--- config.mk ---
export PLATFORM = sky130hd
export DESIGN_NAME = csdec_top
export DESIGN_NICKNAME = d
export VERILOG_FILES = /design/src/rtl/csdec_pkg.sv /design/src/rtl/csdec_regs.sv /design/src/rtl/csdec_match.sv /design/src/rtl/csdec_resolve.sv /design/src/rtl/csdec_top.sv
export SDC_FILE = /design/constraint.sdc
export NUM_CORES = 1
export LEC_CHECK = 0
export BUFFER_PORTS_ARGS = -buffer_cell sky130_fd_sc_hd__buf_2
export CAP_MARGIN = 0
export CORE_MARGIN = 5
export CORE_UTILIZATION = 30
export CTS_BUF_LIST = sky130_fd_sc_hd__clkbuf_4 sky130_fd_sc_hd__clkbuf_8 sky130_fd_sc_hd__clkbuf_16
export DETAILED_ROUTE_END_ITERATION = 8
export PLACE_DENSITY = 0.41
export SLEW_MARGIN = 20
export SYNTH_ARGS = -nofsm -noshare
export SYNTH_HDL_FRONTEND = slang
export SYNTH_HIERARCHICAL = 1
export SYNTH_SLANG_ARGS = --single-unit
--- constraint.sdc ---
create_clock -name clk -period 9.3 [get_ports clk]
set_clock_uncertainty 0.05 [all_clocks]
set_input_delay 1.86 -clock clk [delete_from_list [all_inputs] [get_ports clk]]
set_output_delay 1.86 -clock clk [all_outputs]
set_load 0.01 [all_outputs]
--- src/rtl/csdec_pkg.sv ---
package csdec_pkg;

    localparam int NCS   = 8;
    localparam int NDR   = 2;
    localparam int NWIN  = NCS + NDR;
    localparam int TW    = 16;
    localparam int WSW   = 4;
    localparam int SELW  = $clog2(NWIN);

    typedef enum logic [1:0] {PS32 = 2'd0, PS8 = 2'd1, PS16 = 2'd2, PSX = 2'd3} psz_e;
    typedef enum logic [1:0] {F_BASE = 2'd0, F_MASK = 2'd1, F_CTRL = 2'd2, F_NONE = 2'd3} fld_e;
    typedef enum logic {ST_IDLE = 1'b0, ST_ACT = 1'b1} st_e;

    typedef struct packed {
        logic           aack;
        logic [WSW-1:0] ws;
        logic           burst;
        psz_e           psz;
    } ctrl_t;

    typedef struct packed {
        logic          wp;
        logic          valid;
        logic [TW-1:0] dc;
    } mask_t;

    localparam int DW = $bits(mask_t);
    localparam int CW = $bits(ctrl_t);

    localparam ctrl_t CTRL_DFLT = '{aack: 1'b0, ws: '0, burst: 1'b0, psz: PS32};
    localparam ctrl_t CTRL_BOOT = '{aack: 1'b1, ws: '1, burst: 1'b0, psz: PS32};

    function automatic logic win_hit(logic [TW-1:0] tag, logic [TW-1:0] base,
                                     mask_t m, logic wr);
        return m.valid && (((tag ^ base) & ~m.dc) == '0) && !(m.wp && wr);
    endfunction

endpackage

--- src/rtl/csdec_regs.sv ---
module csdec_regs
    import csdec_pkg::*;
#(
    parameter int N = NWIN
) (
    input  logic                  clk,
    input  logic                  rst,
    input  logic                  we,
    input  logic [SELW-1:0]       sel,
    input  logic [1:0]            fld,
    input  logic [DW-1:0]         wdata,
    output logic [N-1:0][TW-1:0]  base_q,
    output mask_t [N-1:0]         mask_q,
    output ctrl_t [N-1:0]         ctrl_q,
    output logic                  boot_glob
);

    for (genvar i = 0; i < N; i++) begin : g_win
        logic hit_sel;
        assign hit_sel = we && (sel == SELW'(i));
        always_ff @(posedge clk) begin
            if (rst) begin
                base_q[i] <= '0;
                mask_q[i] <= '0;
                ctrl_q[i] <= (i == 0) ? CTRL_BOOT : CTRL_DFLT;
            end else if (hit_sel) begin
                case (fld_e'(fld))
                    F_BASE:  base_q[i] <= wdata[TW-1:0];
                    F_MASK:  mask_q[i] <= mask_t'(wdata);
                    F_CTRL:  ctrl_q[i] <= ctrl_t'(wdata[CW-1:0]);
                    default: ;
                endcase
            end
        end
    end

    always_ff @(posedge clk) begin
        if (rst)
            boot_glob <= 1'b1;
        else if (we && sel == '0 && fld_e'(fld) == F_MASK)
            boot_glob <= 1'b0;
    end

endmodule

--- src/rtl/csdec_match.sv ---
module csdec_match
    import csdec_pkg::*;
#(
    parameter int N = NWIN
) (
    input  logic [TW-1:0]         tag,
    input  logic                  wr,
    input  logic [N-1:0][TW-1:0]  base_q,
    input  mask_t [N-1:0]         mask_q,
    input  logic                  boot_glob,
    output logic [N-1:0]          hit
);

    for (genvar i = 0; i < N; i++) begin : g_cmp
        if (i == 0) begin : g_boot
            assign hit[i] = boot_glob || win_hit(tag, base_q[i], mask_q[i], wr);
        end else begin : g_norm
            assign hit[i] = win_hit(tag, base_q[i], mask_q[i], wr);
        end
    end

endmodule

--- src/rtl/csdec_resolve.sv ---
module csdec_resolve
    import csdec_pkg::*;
(
    input  logic [NWIN-1:0]    hit,
    input  ctrl_t [NWIN-1:0]   ctrl_q,
    output logic [NCS-1:0]     cs_sel,
    output logic [NDR-1:0]     dr_sel,
    output ctrl_t              attr,
    output logic               err
);

    logic [NCS-1:0] cs_hit;
    logic [NDR-1:0] dr_hit;
    int             ncs, ndr;

    assign cs_hit = hit[NCS-1:0];
    assign dr_hit = hit[NWIN-1:NCS];

    always_comb begin
        ncs    = $countones(cs_hit);
        ndr    = $countones(dr_hit);
        attr   = CTRL_DFLT;
        cs_sel = '0;
        dr_sel = '0;
        err    = 1'b0;
        if (ndr > 1 || (ndr == 1 && ncs != 0)) begin
            err = 1'b1;
        end else if (ndr == 1) begin
            dr_sel = dr_hit;
            for (int j = 0; j < NDR; j++)
                if (dr_hit[j]) attr = ctrl_q[NCS+j];
        end else if (ncs == 1) begin
            cs_sel = cs_hit;
            for (int i = 0; i < NCS; i++)
                if (cs_hit[i]) attr = ctrl_q[i];
        end else if (ncs > 1) begin
            cs_sel = cs_hit;
        end
    end

endmodule

--- src/rtl/csdec_top.sv ---
module csdec_top
    import csdec_pkg::*;
(
    input  logic            clk,
    input  logic            rst,
    input  logic            reg_we,
    input  logic [SELW-1:0] reg_sel,
    input  logic [1:0]      reg_fld,
    input  logic [DW-1:0]   reg_wdata,
    input  logic            cyc_start,
    input  logic [TW-1:0]   cyc_tag,
    input  logic            cyc_write,
    input  logic            ext_ack,
    output logic [NCS-1:0]  cs_n,
    output logic [NDR-1:0]  dram_sel,
    output logic [1:0]      port_sz,
    output logic            burst_ok,
    output logic            auto_term,
    output logic            decode_err,
    output logic            busy,
    output logic            ta
);

    st_e                 st;
    ctrl_t               attr_q;
    logic [WSW-1:0]      wcnt;
    logic                err_q;
    logic [NCS-1:0]      csn_q;
    logic [NDR-1:0]      dr_q;

    logic [NWIN-1:0][TW-1:0] base_q;
    mask_t [NWIN-1:0]        mask_q;
    ctrl_t [NWIN-1:0]        ctrl_q;
    logic                    boot_glob;
    logic [NWIN-1:0]         hit;
    logic [NCS-1:0]          cs_sel;
    logic [NDR-1:0]          dr_sel;
    ctrl_t                   attr_c;
    logic                    err_c;

    logic idle, start, fin, ta_c;

    assign idle  = (st == ST_IDLE);
    assign start = idle && cyc_start;
    assign ta_c  = (st == ST_ACT) && attr_q.aack && (wcnt == '0);
    assign fin   = (st == ST_ACT) && (attr_q.aack ? (wcnt == '0) : ext_ack);

    csdec_regs #(.N(NWIN)) u_regs (
        .clk       (clk),
        .rst       (rst),
        .we        (reg_we && idle),
        .sel       (reg_sel),
        .fld       (reg_fld),
        .wdata     (reg_wdata),
        .base_q    (base_q),
        .mask_q    (mask_q),
        .ctrl_q    (ctrl_q),
        .boot_glob (boot_glob)
    );

    csdec_match #(.N(NWIN)) u_match (
        .tag       (cyc_tag),
        .wr        (cyc_write),
        .base_q    (base_q),
        .mask_q    (mask_q),
        .boot_glob (boot_glob),
        .hit       (hit)
    );

    csdec_resolve u_res (
        .hit    (hit),
        .ctrl_q (ctrl_q),
        .cs_sel (cs_sel),
        .dr_sel (dr_sel),
        .attr   (attr_c),
        .err    (err_c)
    );

    always_ff @(posedge clk) begin
        if (rst) begin
            st     <= ST_IDLE;
            csn_q  <= '1;
            dr_q   <= '0;
            attr_q <= CTRL_DFLT;
            err_q  <= 1'b0;
            wcnt   <= '0;
        end else if (start) begin
            st     <= ST_ACT;
            csn_q  <= ~cs_sel;
            dr_q   <= dr_sel;
            attr_q <= attr_c;
            err_q  <= err_c;
            wcnt   <= attr_c.ws;
        end else if (fin) begin
            st     <= ST_IDLE;
            csn_q  <= '1;
            dr_q   <= '0;
            attr_q <= CTRL_DFLT;
            err_q  <= 1'b0;
            wcnt   <= '0;
        end else if (st == ST_ACT && attr_q.aack) begin
            wcnt   <= wcnt - 1'b1;
        end
    end

    assign cs_n       = csn_q;
    assign dram_sel   = dr_q;
    assign port_sz    = attr_q.psz;
    assign burst_ok   = attr_q.burst;
    assign auto_term  = attr_q.aack;
    assign decode_err = err_q;
    assign busy       = (st == ST_ACT);
    assign ta         = ta_c;

endmodule

==> out/metrics.cfg <==
[run_status]
status = finished, final reports clean

[critical_path]
cp_top_family = adder cells
end_kind = register
path_buf_inv = 5
startpoint_type = primary input
arrival_ps = 7330
worstPathCellList = buf_2 > xnor2_1 > o22ai_1 > or4_4 > nor4_4 > buf_4 > inv_1 > fa_1 > inv_1 > ha_1 > fa_1 > ha_1 > inv_1 > fa_1 > and2_1 > o211ai_1 > nand2b_1 > and2_1 > a22oi_1 > nor2_1
critPathKind = primary input to register
critPathMaxStageDelay_ps = 590
critPathSlowestCell = o211ai_1
worst-path-max-fanout = 19
regToRegSetupSlack_ps = 3720
required_ps = 9700

[timing]
period_needed_ps = 6926
fmax_mhz = 144.4
tightestPinTransition_ps = 1166
fin_tns_setup_ps = 0
final.period_utilization_pct = 74.47
hold_ws_ps = 406.6
max_slew_margin_pct = 22.24
hold_viol = 0
finalSetupViolCount = 0
rsz0062_at_grt = no
slew_viol_final = 0

[drt]
drc = 0
vias = 14040
vias_per_cell = 4.735
drt-total-wl_um = 65190
antenna_left = 0
dr.first_iter.drc_count = 880
dr.pass1.iters = 5
wire_per_inst_um = 21.99

[final_layout]
drive_gt1_share_pct = 11.61
seqCellArea_mm2 = 0.008828
syn2layout_area_growth_pct = 12.68
nFillCells = 7000
fin_util_pct = 34.02
multi_input_area_mm2 = 0.01110
antennaDiodeCount = 0
final_cell_mix = nand2b_1 (442), dfxtp_1 (441), mux2i_1 (415), xnor2_1 (160), o22ai_1 (70)
final_common_cell = nand2b_1
nets = 2057

[clock_tree]
cts_tree = built
numCtsBuffers = 53
clk_pin_slew_ps = 60
cts_hold_buffers = 0
cts-root-buf = clkbuf_16
cts_max_path_buffers = 3
postCtsSetupBuffers = 0
insertion_delay_ps = 610
cts_resized = 0
cts.sinks = 441
cts_max_level = 2

[power_and_ir_drop]
p_clk_share_pct = 48.1
p_leak_nw = 10.43
p_sw_share_pct = 24.32
p_int_mw = 3.168
peakVddDrop_mv = 0.1245
p_sw_mw = 1.018
comb_power_share_pct = 6.3
seqPwrFrac_pct = 45.5
power_density_mw_per_mm2 = 179.4

[floorplanning]
core_area_mm2 = 0.06859
pin_count = 63
die_x_um = 272.7
die_area_mm2 = 0.07438
fp.dieH_um = 272.7
start_util_pct = 30.19
num_rows = 96

[synthesis]
ys_seq_area_share_pct = 42.63
ys_types = 70
synthArstFlopShare_pct = 0
synthCells = 2019
synth_edf_count = 0
synth.cell_area_mm2 = 0.02071
ys_warn_count = 6
synth_nets = 2080
synth_ff_type = dfxtp_1
postSynthAreaPerCell_um2 = 10.26
synth-seq-cells = 441

[global_route]
grtUsageTotal_pct = 17.11
grt_overflow = 0
grt_pass1_wl_um = 96520
grt_antenna_before_repair = 2
grt_max_degree = 152
grt_pass1_vias = 14320

[run]
max_cap_viol_count = 0

[hold_path]
min_path_type = register to register

[placed_design]
gp_congestion = 0.7610
io_buffer_count = 62
dpl.hpwl_um = 40250

==> kinds of logic (layout without fill, tap and decap cells) <==
logic type                 after synthesis  in the layout  synth area share (%)
and+or+nand+nor                        631            631                 19.16
AOI/OAI and AO/OA                      177            177                 6.223
buffers and inverters                  178            192                 4.018
DFF                                    441            441                 42.63
muxes                                  415            415                 20.06
adders and majority gates               15             15                 1.051
xor gates and xnor gates               162            162                 6.852
==> registers in the layout, indices dropped and copies added (netlist names) <==
signal and cells:
port_sz 2, decode_err 1, u_regs/boot_glob 1, u_regs/mask_q 180, cs_n 8, auto_term 1, u_regs/base_q 160, busy 1
u_regs/ctrl_q 80, wcnt 4, dram_sel 2, burst_ok 1
==> power by group through the flow <==
stage	clock network [mW]	logic (mW)	registers (mW)
finish	2.01	0.266	1.91
global route	2.16	0.285	1.91
CTS	2.09	0.270	1.91
detailed placement	0	0.269	1.95
global placement	0	0.268	1.95
floorplan	0	0.175	1.95
==> worst register-to-register path: stages (launching register included) <==
cell	delay, ps
dfxtp_1	360
xnor2_1	140
o22ai_1	110
or4_4	550
nor4_4	290
buf_4	290
inv_1	130
fa_1	510
inv_1	40
ha_1	280
fa_1	500
ha_1	230
inv_1	70
fa_1	420
and2_1	220
o211ai_1	590
nand2b_1	210
and2_1	210
a22oi_1	170
nor2_1	50
==> synthesized netlist by cell type (all sizes together) (6+ instances only) <==
cell | n | share of area (%)
nor3 | 8 | 0.19
a221oi | 7 | 0.33
o2111ai | 8 | 0.37
nor2b | 6 | 0.18
mux2i | 415 | 20
nand2 | 51 | 1.2
o211ai | 12 | 0.46
and2 | 14 | 0.42
nor2 | 45 | 0.85
nand2b | 455 | 14
xnor2 | 160 | 6.8
ha | 11 | 0.66
inv | 19 | 0.34
a21oi | 13 | 0.31
o22ai | 70 | 2.1
a22oi | 21 | 0.76
nor4 | 8 | 0.47
clkbuf | 103 | 1.9
o21ai | 13 | 0.31
o32ai | 6 | 0.29
dfxtp | 441 | 43
buf | 56 | 1.7
==> per-stage QoR <==
stage	power [mW]	instances	setup WS [ps]	instance area [um2]
6_report	4.186	2964	2374	23330
5_1_grt	4.354	2964	2116	23330
4_1_cts	4.265	2962	2405	23290
3_5_place_dp	2.217	2870	1731	21610
3_3_place_gp	2.216	2870	1860	21610
2_1_floorplan	2.121	2019	2742	20710
==> final cells by class <==
| class | count | share of cell area (%) |
|---|---|---|
| Sequential cell | 441 | 37.84 |
| Clock buffer | 78 | 6.756 |
| Inverter | 19 | 0.3056 |
| Multi-Input combinational cell | 1400 | 47.58 |
| Tap cell | 931 | 4.992 |
| Clock inverter | 14 | 0.4397 |
| Timing Repair Buffer | 81 | 2.091 |
==> per-layer routing <==
| metal | vias to the layer above | track usage [%] | share of wire [%] |
|---|---|---|---|
| met3 | 69 | 2.011 | 3.0 |
| met5 | - | 0 | 0 |
| met4 | 0 | 3.976 | 1.7 |
| met2 | 211 | 27.61 | 46 |
| li1 | 6801 | - | - |
| met1 | 6954 | 24.57 | 49 |
==> final timing paths <==
kind / from / endpoint / cells after the start
hold reg to reg: u_regs/boot_glob$_SDFFE_PP1P_ / u_regs/boot_glob$_SDFFE_PP1P_ / 1
setup / recovery: cyc_tag[9] / dram_sel[0]$_SDFFE_PP0P_ / 20
hold / removal: u_regs/boot_glob$_SDFFE_PP1P_ / u_regs/boot_glob$_SDFFE_PP1P_ / 1
setup reg to reg: u_regs/base_q[94]$_SDFFE_PP0P_ / dram_sel[0]$_SDFFE_PP0P_ / 19
(Power assumes the default switching activity.)
